**config.mk**
```make
export PLATFORM = sky130hd
export DESIGN_NAME = irq_aggregator
export DESIGN_NICKNAME = d
export VERILOG_FILES = /design/src/rtl/irq_agg_pkg.sv /design/src/rtl/irq_stat_bank.sv /design/src/rtl/irq_port_node.sv /design/src/rtl/irq_aggregator.sv
export SDC_FILE = /design/constraint.sdc
export NUM_CORES = 2
export LEC_CHECK = 0
export ABC_AREA = 1
export CAP_MARGIN = 20
export CORE_MARGIN = 3
export CORE_UTILIZATION = 48
export DETAILED_ROUTE_END_ITERATION = 6
export GPL_ROUTABILITY_DRIVEN = 1
export PLACE_DENSITY = 0.7
export SYNTH_ARGS = -nofsm -noshare
export SYNTH_HDL_FRONTEND = slang
export SYNTH_SLANG_ARGS = --single-unit
```
**constraint.sdc**
```tcl
create_clock -name clk -period 60.2 [get_ports clk]
set_clock_uncertainty 0.15 [all_clocks]
set_input_delay 6.02 -clock clk [delete_from_list [all_inputs] [get_ports clk]]
set_output_delay 6.02 -clock clk [all_outputs]
set_load 0.1 [all_outputs]
```
**src/rtl/irq_agg_pkg.sv**
```systemverilog
package irq_agg_pkg;
  localparam int unsigned OFF_W   = 4;     // per-port offset field width
  localparam int unsigned GLB_FRM = 0;     // global framer summary offset
  localparam int unsigned GLB_LIN = 1;     // global line summary offset
  localparam int unsigned GLB_TST = 2;     // global tester summary offset

  typedef struct packed {
    logic frm;
    logic lin;
    logic tst;
  } port_sum_t;
endpackage

```
**src/rtl/irq_stat_bank.sv**
```systemverilog
module irq_stat_bank #(
  parameter int unsigned W = 8
) (
  input  logic         clk,
  input  logic         rst_n,
  input  logic [W-1:0] evt_i,
  input  logic         clr_we_i,
  input  logic         en_we_i,
  input  logic [W-1:0] wdata_i,
  output logic [W-1:0] stat_o,
  output logic [W-1:0] en_o,
  output logic         pend_o
);
  logic [W-1:0] stat_q, stat_d, en_q, en_d;
  logic         stat_ce, en_ce;

  always_comb begin
    stat_ce = clr_we_i | (|evt_i);
    // events OR in after the clear so a simultaneous set survives
    stat_d  = (stat_q & ~(clr_we_i ? wdata_i : '0)) | evt_i;
    en_ce   = en_we_i;
    en_d    = wdata_i;
  end

  always_ff @(posedge clk or negedge rst_n) begin
    if (!rst_n) begin
      stat_q <= '0;
      en_q   <= '0;
    end else begin
      if (stat_ce) stat_q <= stat_d;
      if (en_ce)   en_q   <= en_d;
    end
  end

  assign stat_o = stat_q;
  assign en_o   = en_q;
  assign pend_o = |(stat_q & en_q);
endmodule

```
**src/rtl/irq_port_node.sv**
```systemverilog
module irq_port_node
  import irq_agg_pkg::*;
#(
  parameter int unsigned W   = 8,
  parameter int unsigned NTX = 2,
  parameter int unsigned NRX = 2,
  localparam int unsigned NSTAT = NTX + NRX + 2
) (
  input  logic               clk,
  input  logic               rst_n,
  input  logic [NSTAT*W-1:0] evt_i,
  input  logic               we_i,
  input  logic [OFF_W-1:0]   off_i,
  input  logic [W-1:0]       wdata_i,
  output logic [NSTAT*W-1:0] stat_o,
  output logic [NSTAT*W-1:0] en_o,
  output port_sum_t          sum_o,
  output logic [W-1:0]       rdata_o
);
  localparam int unsigned OFF_TXS  = NSTAT;
  localparam int unsigned OFF_RXS  = NSTAT + 1;
  localparam int unsigned EN_BASE  = NSTAT + 2;
  localparam int unsigned IDX_LIN  = NTX + NRX;
  localparam int unsigned IDX_TST  = NTX + NRX + 1;

  logic [NSTAT-1:0] pend;
  logic [NTX-1:0]   tx_sum;
  logic [NRX-1:0]   rx_sum;

  for (genvar k = 0; k < NSTAT; k++) begin : g_bank
    irq_stat_bank #(.W(W)) bank_i (
      .clk      (clk),
      .rst_n    (rst_n),
      .evt_i    (evt_i[k*W +: W]),
      .clr_we_i (we_i && (off_i == OFF_W'(k))),
      .en_we_i  (we_i && (off_i == OFF_W'(EN_BASE + k))),
      .wdata_i  (wdata_i),
      .stat_o   (stat_o[k*W +: W]),
      .en_o     (en_o[k*W +: W]),
      .pend_o   (pend[k])
    );
  end

  assign tx_sum    = pend[NTX-1:0];
  assign rx_sum    = pend[NTX +: NRX];
  assign sum_o.frm = (|tx_sum) | (|rx_sum);
  assign sum_o.lin = pend[IDX_LIN];
  assign sum_o.tst = pend[IDX_TST];

  always_comb begin
    rdata_o = '0;
    for (int k = 0; k < NSTAT; k++) begin
      if (off_i == OFF_W'(k))           rdata_o = stat_o[k*W +: W];
      if (off_i == OFF_W'(EN_BASE + k)) rdata_o = en_o[k*W +: W];
    end
    if (off_i == OFF_W'(OFF_TXS)) rdata_o = W'(tx_sum);
    if (off_i == OFF_W'(OFF_RXS)) rdata_o = W'(rx_sum);
  end
endmodule

```
**src/rtl/irq_aggregator.sv**
```systemverilog
module irq_aggregator
  import irq_agg_pkg::*;
#(
  parameter int unsigned NPORT = 8,
  parameter int unsigned W     = 8,
  parameter int unsigned NTX   = 2,
  parameter int unsigned NRX   = 2,
  parameter int unsigned AW    = 8,
  localparam int unsigned NSTAT = NTX + NRX + 2,
  localparam int unsigned PB    = NSTAT * W
) (
  input  logic                clk,
  input  logic                rst_n,
  input  logic [NPORT*PB-1:0] evt_i,
  input  logic                we_i,
  input  logic [AW-1:0]       addr_i,
  input  logic [W-1:0]        wdata_i,
  output logic [W-1:0]        rdata_o,
  output logic                irq_n_o
);
  localparam int unsigned HI_W = AW - OFF_W;

  logic                rst_s0, rst_sync_n;
  logic [HI_W-1:0]     hi;
  logic [OFF_W-1:0]    lo;
  logic [NPORT*PB-1:0] stat_all, en_all;
  logic [W-1:0]        port_rd [NPORT];
  logic [NPORT-1:0]    g_frm, g_lin, g_tst;
  logic                irq_n_q, irq_n_d;

  // reset synchronizer: asserts at once, releases on the clock
  always_ff @(posedge clk or negedge rst_n) begin
    if (!rst_n) begin
      rst_s0     <= 1'b0;
      rst_sync_n <= 1'b0;
    end else begin
      rst_s0     <= 1'b1;
      rst_sync_n <= rst_s0;
    end
  end

  assign hi = addr_i[AW-1:OFF_W];
  assign lo = addr_i[OFF_W-1:0];

  for (genvar p = 0; p < NPORT; p++) begin : g_port
    port_sum_t sum;
    irq_port_node #(.W(W), .NTX(NTX), .NRX(NRX)) node_i (
      .clk     (clk),
      .rst_n   (rst_sync_n),
      .evt_i   (evt_i[p*PB +: PB]),
      .we_i    (we_i && (hi == HI_W'(p))),
      .off_i   (lo),
      .wdata_i (wdata_i),
      .stat_o  (stat_all[p*PB +: PB]),
      .en_o    (en_all[p*PB +: PB]),
      .sum_o   (sum),
      .rdata_o (port_rd[p])
    );
    assign g_frm[p] = sum.frm;
    assign g_lin[p] = sum.lin;
    assign g_tst[p] = sum.tst;
  end

  always_comb begin
    rdata_o = '0;
    if (hi == '1) begin
      if (lo == OFF_W'(GLB_FRM)) rdata_o = W'(g_frm);
      if (lo == OFF_W'(GLB_LIN)) rdata_o = W'(g_lin);
      if (lo == OFF_W'(GLB_TST)) rdata_o = W'(g_tst);
    end else begin
      for (int p = 0; p < NPORT; p++) begin
        if (hi == HI_W'(p)) rdata_o = port_rd[p];
      end
    end
  end

  always_comb irq_n_d = ~(|{g_frm, g_lin, g_tst});

  always_ff @(posedge clk or negedge rst_sync_n) begin
    if (!rst_sync_n) irq_n_q <= 1'b1;
    else             irq_n_q <= irq_n_d;
  end

  assign irq_n_o = irq_n_q;
endmodule

```
==> impl_metrics.csv <==
group,metric,value,unit
pwr,totalPowerFinal,1.22,mW
yosys,synth_seq_cells,771,
yosys,synthArstFlopShare,1.00,
global_route,grt_overflow,0,
yosys,synth_top_flop_cell,"dfrtp_1",
setup_path,cp_common_cell,"nand2_1",
yosys,ys_seq_area_frac,0.514,
setup_path,cp_max_fo,27,
global_route,grt_pass1_wl,214,mm
clock_tree,tritoncts,"done",
cells_and_area,drive_gt1_frac,0.0449,
placement,hpwl,97.7,mm
setup_path,slowest_stage,"clkdlybuf4s50_1",
yosys,synth_edf_count,0,
floorplanning,die_height,286,um
pwr,leakage,20.1,nW
hold_path,hp-class,"flop to flop",
run_status,status,"complete, no violations",
yosys,synth.cell_area,37500,um^2
timing,setup_tns,0,ns
pwr,p_clk_frac,0.432,
pwr,p_int,897,uW
drt,drtIter0Drc,4651,
timing,worstMarginPinSlew,1.21,ns
clock_tree,htree_levels,3,
pwr,power_frac_comb,0.121,
placement,place_ws,43.16,ns
clock_tree,cts_sinks,771,
setup_path,path_depth,15,
floorplanning,core,76700,um^2
timing,maxSlewViolCount,0,
yosys,synth_fp_nets,5218,
drt,routedWlPerCell,23.0,um
yosys,synth_top_cell_by_area,"dfrtp_1",
setup_path,critPathLaunchType,"input pin",
timing,rsz0062_at_grt,"false",
drt,wirelength,143,mm
clock_tree,insertion_delay,0.63,ns
pwr,power_frac_seq,0.447,
timing,hold_viol,0,
timing,setup_viol,0,
yosys,synth_most_common_cell,"nand2_1",
pwr,peakVddDrop,0.0183,mV
global_route,grt.total_usage,0.344,
cells_and_area,final_cell_area,45200,um^2
setup_path,crit_buf_inv,4,
yosys,yosysTopAreaCellShare,0.513,
floorplanning,start_util,0.489,
placement,io_buffers,411,
drt,drt-vias-per-instance,5.83,
drt,drtPass1Iterations,7,
setup_path,ff2ff_path_depth,4,
cells_and_area,num-nets-final,5524,
setup_path,max_stage_delay,1.04,ns
pwr,p_sw,323,uW
timing,min_period,17.25,ns
pwr,netSwitchingFraction,0.265,
setup_path,critPathKind,"input pin to output pin",
yosys,yosysWarningCount,0,
yosys,synth_area_leaders,"dfrtp_1 51%, nand2_1 14%, o21ai_0 10%",
timing,min_period_over_period,0.287,
yosys,syn_inst,4815,
floorplanning,num_rows,101,
drt,ant_nets,0,
pwr,power_density,27.0,nW/um^2
cells_and_area,seq_area,19300,um^2
clock_tree,root_buffer,"clkbuf_16",
yosys,synth_common_cells,"1390 x nand2_1, 770 x dfrtp_1, 760 x o21ai_0",
timing,slew_headroom,0.190,
clock_tree,cts_max_path_buffers,3,
placement,gp_congestion,0.986,
clock_tree,holdBufCountCts,0,
global_route,grt_pass1_vias,34400,
global_route,antenna_found_initial,1,
setup_path,crit_required,54.03,ns
yosys,synth_cell_type_count,45,
yosys,syn_avg_cell_area,7.79,um^2
clock_tree,cts_resized,0,
drt,vias,36300,
timing,timing.fmax,58.0,MHz
placement,placed_cell_area,42400,um^2
floorplanning,dieArea,81600,um^2
setup_path,arrival,11.08,ns
setup_path,path_delay_family,"buffers and inverters",
cells_and_area,area_delta_synth_final,20.3,%
clock_tree,cts_inserted_buffers,83,
hold_path,hold_depth,0,
drt,remaining_drc_errors,0,
floorplanning,die_w,286,um
clock_tree,clk_transition_reported_paths,0.06,ns
setup_path,worstPathCellList,"clkdlybuf4s50_1, inv_2, nand2_1, nor2_4, inv_2, or2_0, nand2_1, nand4_1, o21bai_1, nand2_1, o21ai_1, nand4_1, nor2_1, nand3_1, clkdlybuf4s50_1",
floorplanning,io_pins,412,
job,cap_violations,0,
cells_and_area,n_fill_cell,7044,
timing,finalWorstSetupSlack,42.95,ns
cells_and_area,multi_input_area,15200,um^2
clock_tree,cts_setup_buffers,0,
global_route,grt_max_degree,171,
setup_path,setup.worst_path.end_class,"output pin",
cells_and_area,utilization,0.589,
## flip-flops by register name (all words and copies together) (netlist names)
signal / count
rst_sync_n: 1
irq_n_o: 1
g_port.node_i.g_bank.bank_i.stat_o: 384
rst_s0: 1
g_port.node_i.g_bank.bank_i.en_o: 384
## worst reg2reg max path, delay by kind of cell (launching register included)
kind	cells	cell delay [ns]
flops	1	0.97
buf+inv	4	3.29
## stage by stage
step                hold slack (ns)  cells
finish                        0.199   6216
global route                  0.214   6215
CTS                           0.203   6215
detailed placement            0.190   6066
global placement              0.187   6065
floorplan                     0.181   4815
## layout make-up
class	instances	share of cell area
clock buffer	115	0.0516
clock inverter	34	0.00936
sequential	771	0.427
antenna	1	0.0000554
timing repair buffer	453	0.0987
tap	1030	0.0285
inverter	582	0.0486
multi-input combinational	3230	0.336
## layer usage
metal  share of wire  wire [um]  up-vias  GRT usage
li1                -          -    16300          -
met1            0.40      57500    17400      0.473
met2            0.44      62500     2184      0.519
met3            0.11      16300      386     0.0880
met4           0.048       6890        2      0.145
met5        0.000091         13        -          0
## path summary, 6_finish.rpt
kind / start / to / slack (ns)
worst max-delay path: addr_i[0] / rdata_o[6] / 42.95
worst min-delay path: rst_s0 / rst_sync_n / 0.20
worst max register to register: rst_sync_n / g_port[0].node_i.g_bank[0].bank_i.stat_o[4] / 55.70
worst min register to register: rst_s0 / rst_sync_n / 0.20
max in group asynchronous: rst_n / rst_sync_n / 54.37
min in group asynchronous: rst_sync_n / g_port[5].node_i.g_bank[0].bank_i.en_o[6] / 0.30
## power groups by stage
| stage | Clock [mW] | Sequential, mW | Combinational (mW) |
|---|---|---|---|
| global route | 0.553 | 0.547 | 0.158 |
| global placement | 0 | 0.554 | 0.143 |
| detailed placement | 0 | 0.555 | 0.144 |
| floorplan | 0 | 0.558 | 0.0685 |
| CTS | 0.531 | 0.545 | 0.145 |
| finish | 0.528 | 0.546 | 0.147 |
## cells by family after synthesis
| family | Yosys count | share of synthesized area |
|---|---|---|
| and+or+nand+nor | 1963 | 0.212 |
| DFF | 771 | 0.514 |
| AOI/OAI and AO/OA | 1266 | 0.190 |
| buffers and inverters | 814 | 0.0836 |
| other | 1 | 0.0000999 |
## layout by cell type, fill, tap and decap left out, types with 11 or more instances in the layout
master / count
a221oi_1: 30
clkbuf_1: 21
a21oi_1: 208
nor3_1: 11
nor4_1: 22
nand3_1: 96
o22ai_1: 55
o21ai_1: 19
clkdlybuf4s50_1: 411
o21bai_1: 67
clkbuf_16: 85
o211ai_1: 12
a22o_1: 86
dfrtp_1: 769
or2_2: 25
inv_1: 565
o21ai_0: 760
clkinv_2: 23
nor2_1: 285
nand2_1: 1390
buf_4: 39
nand4_1: 101
(Power assumes the default switching activity.)
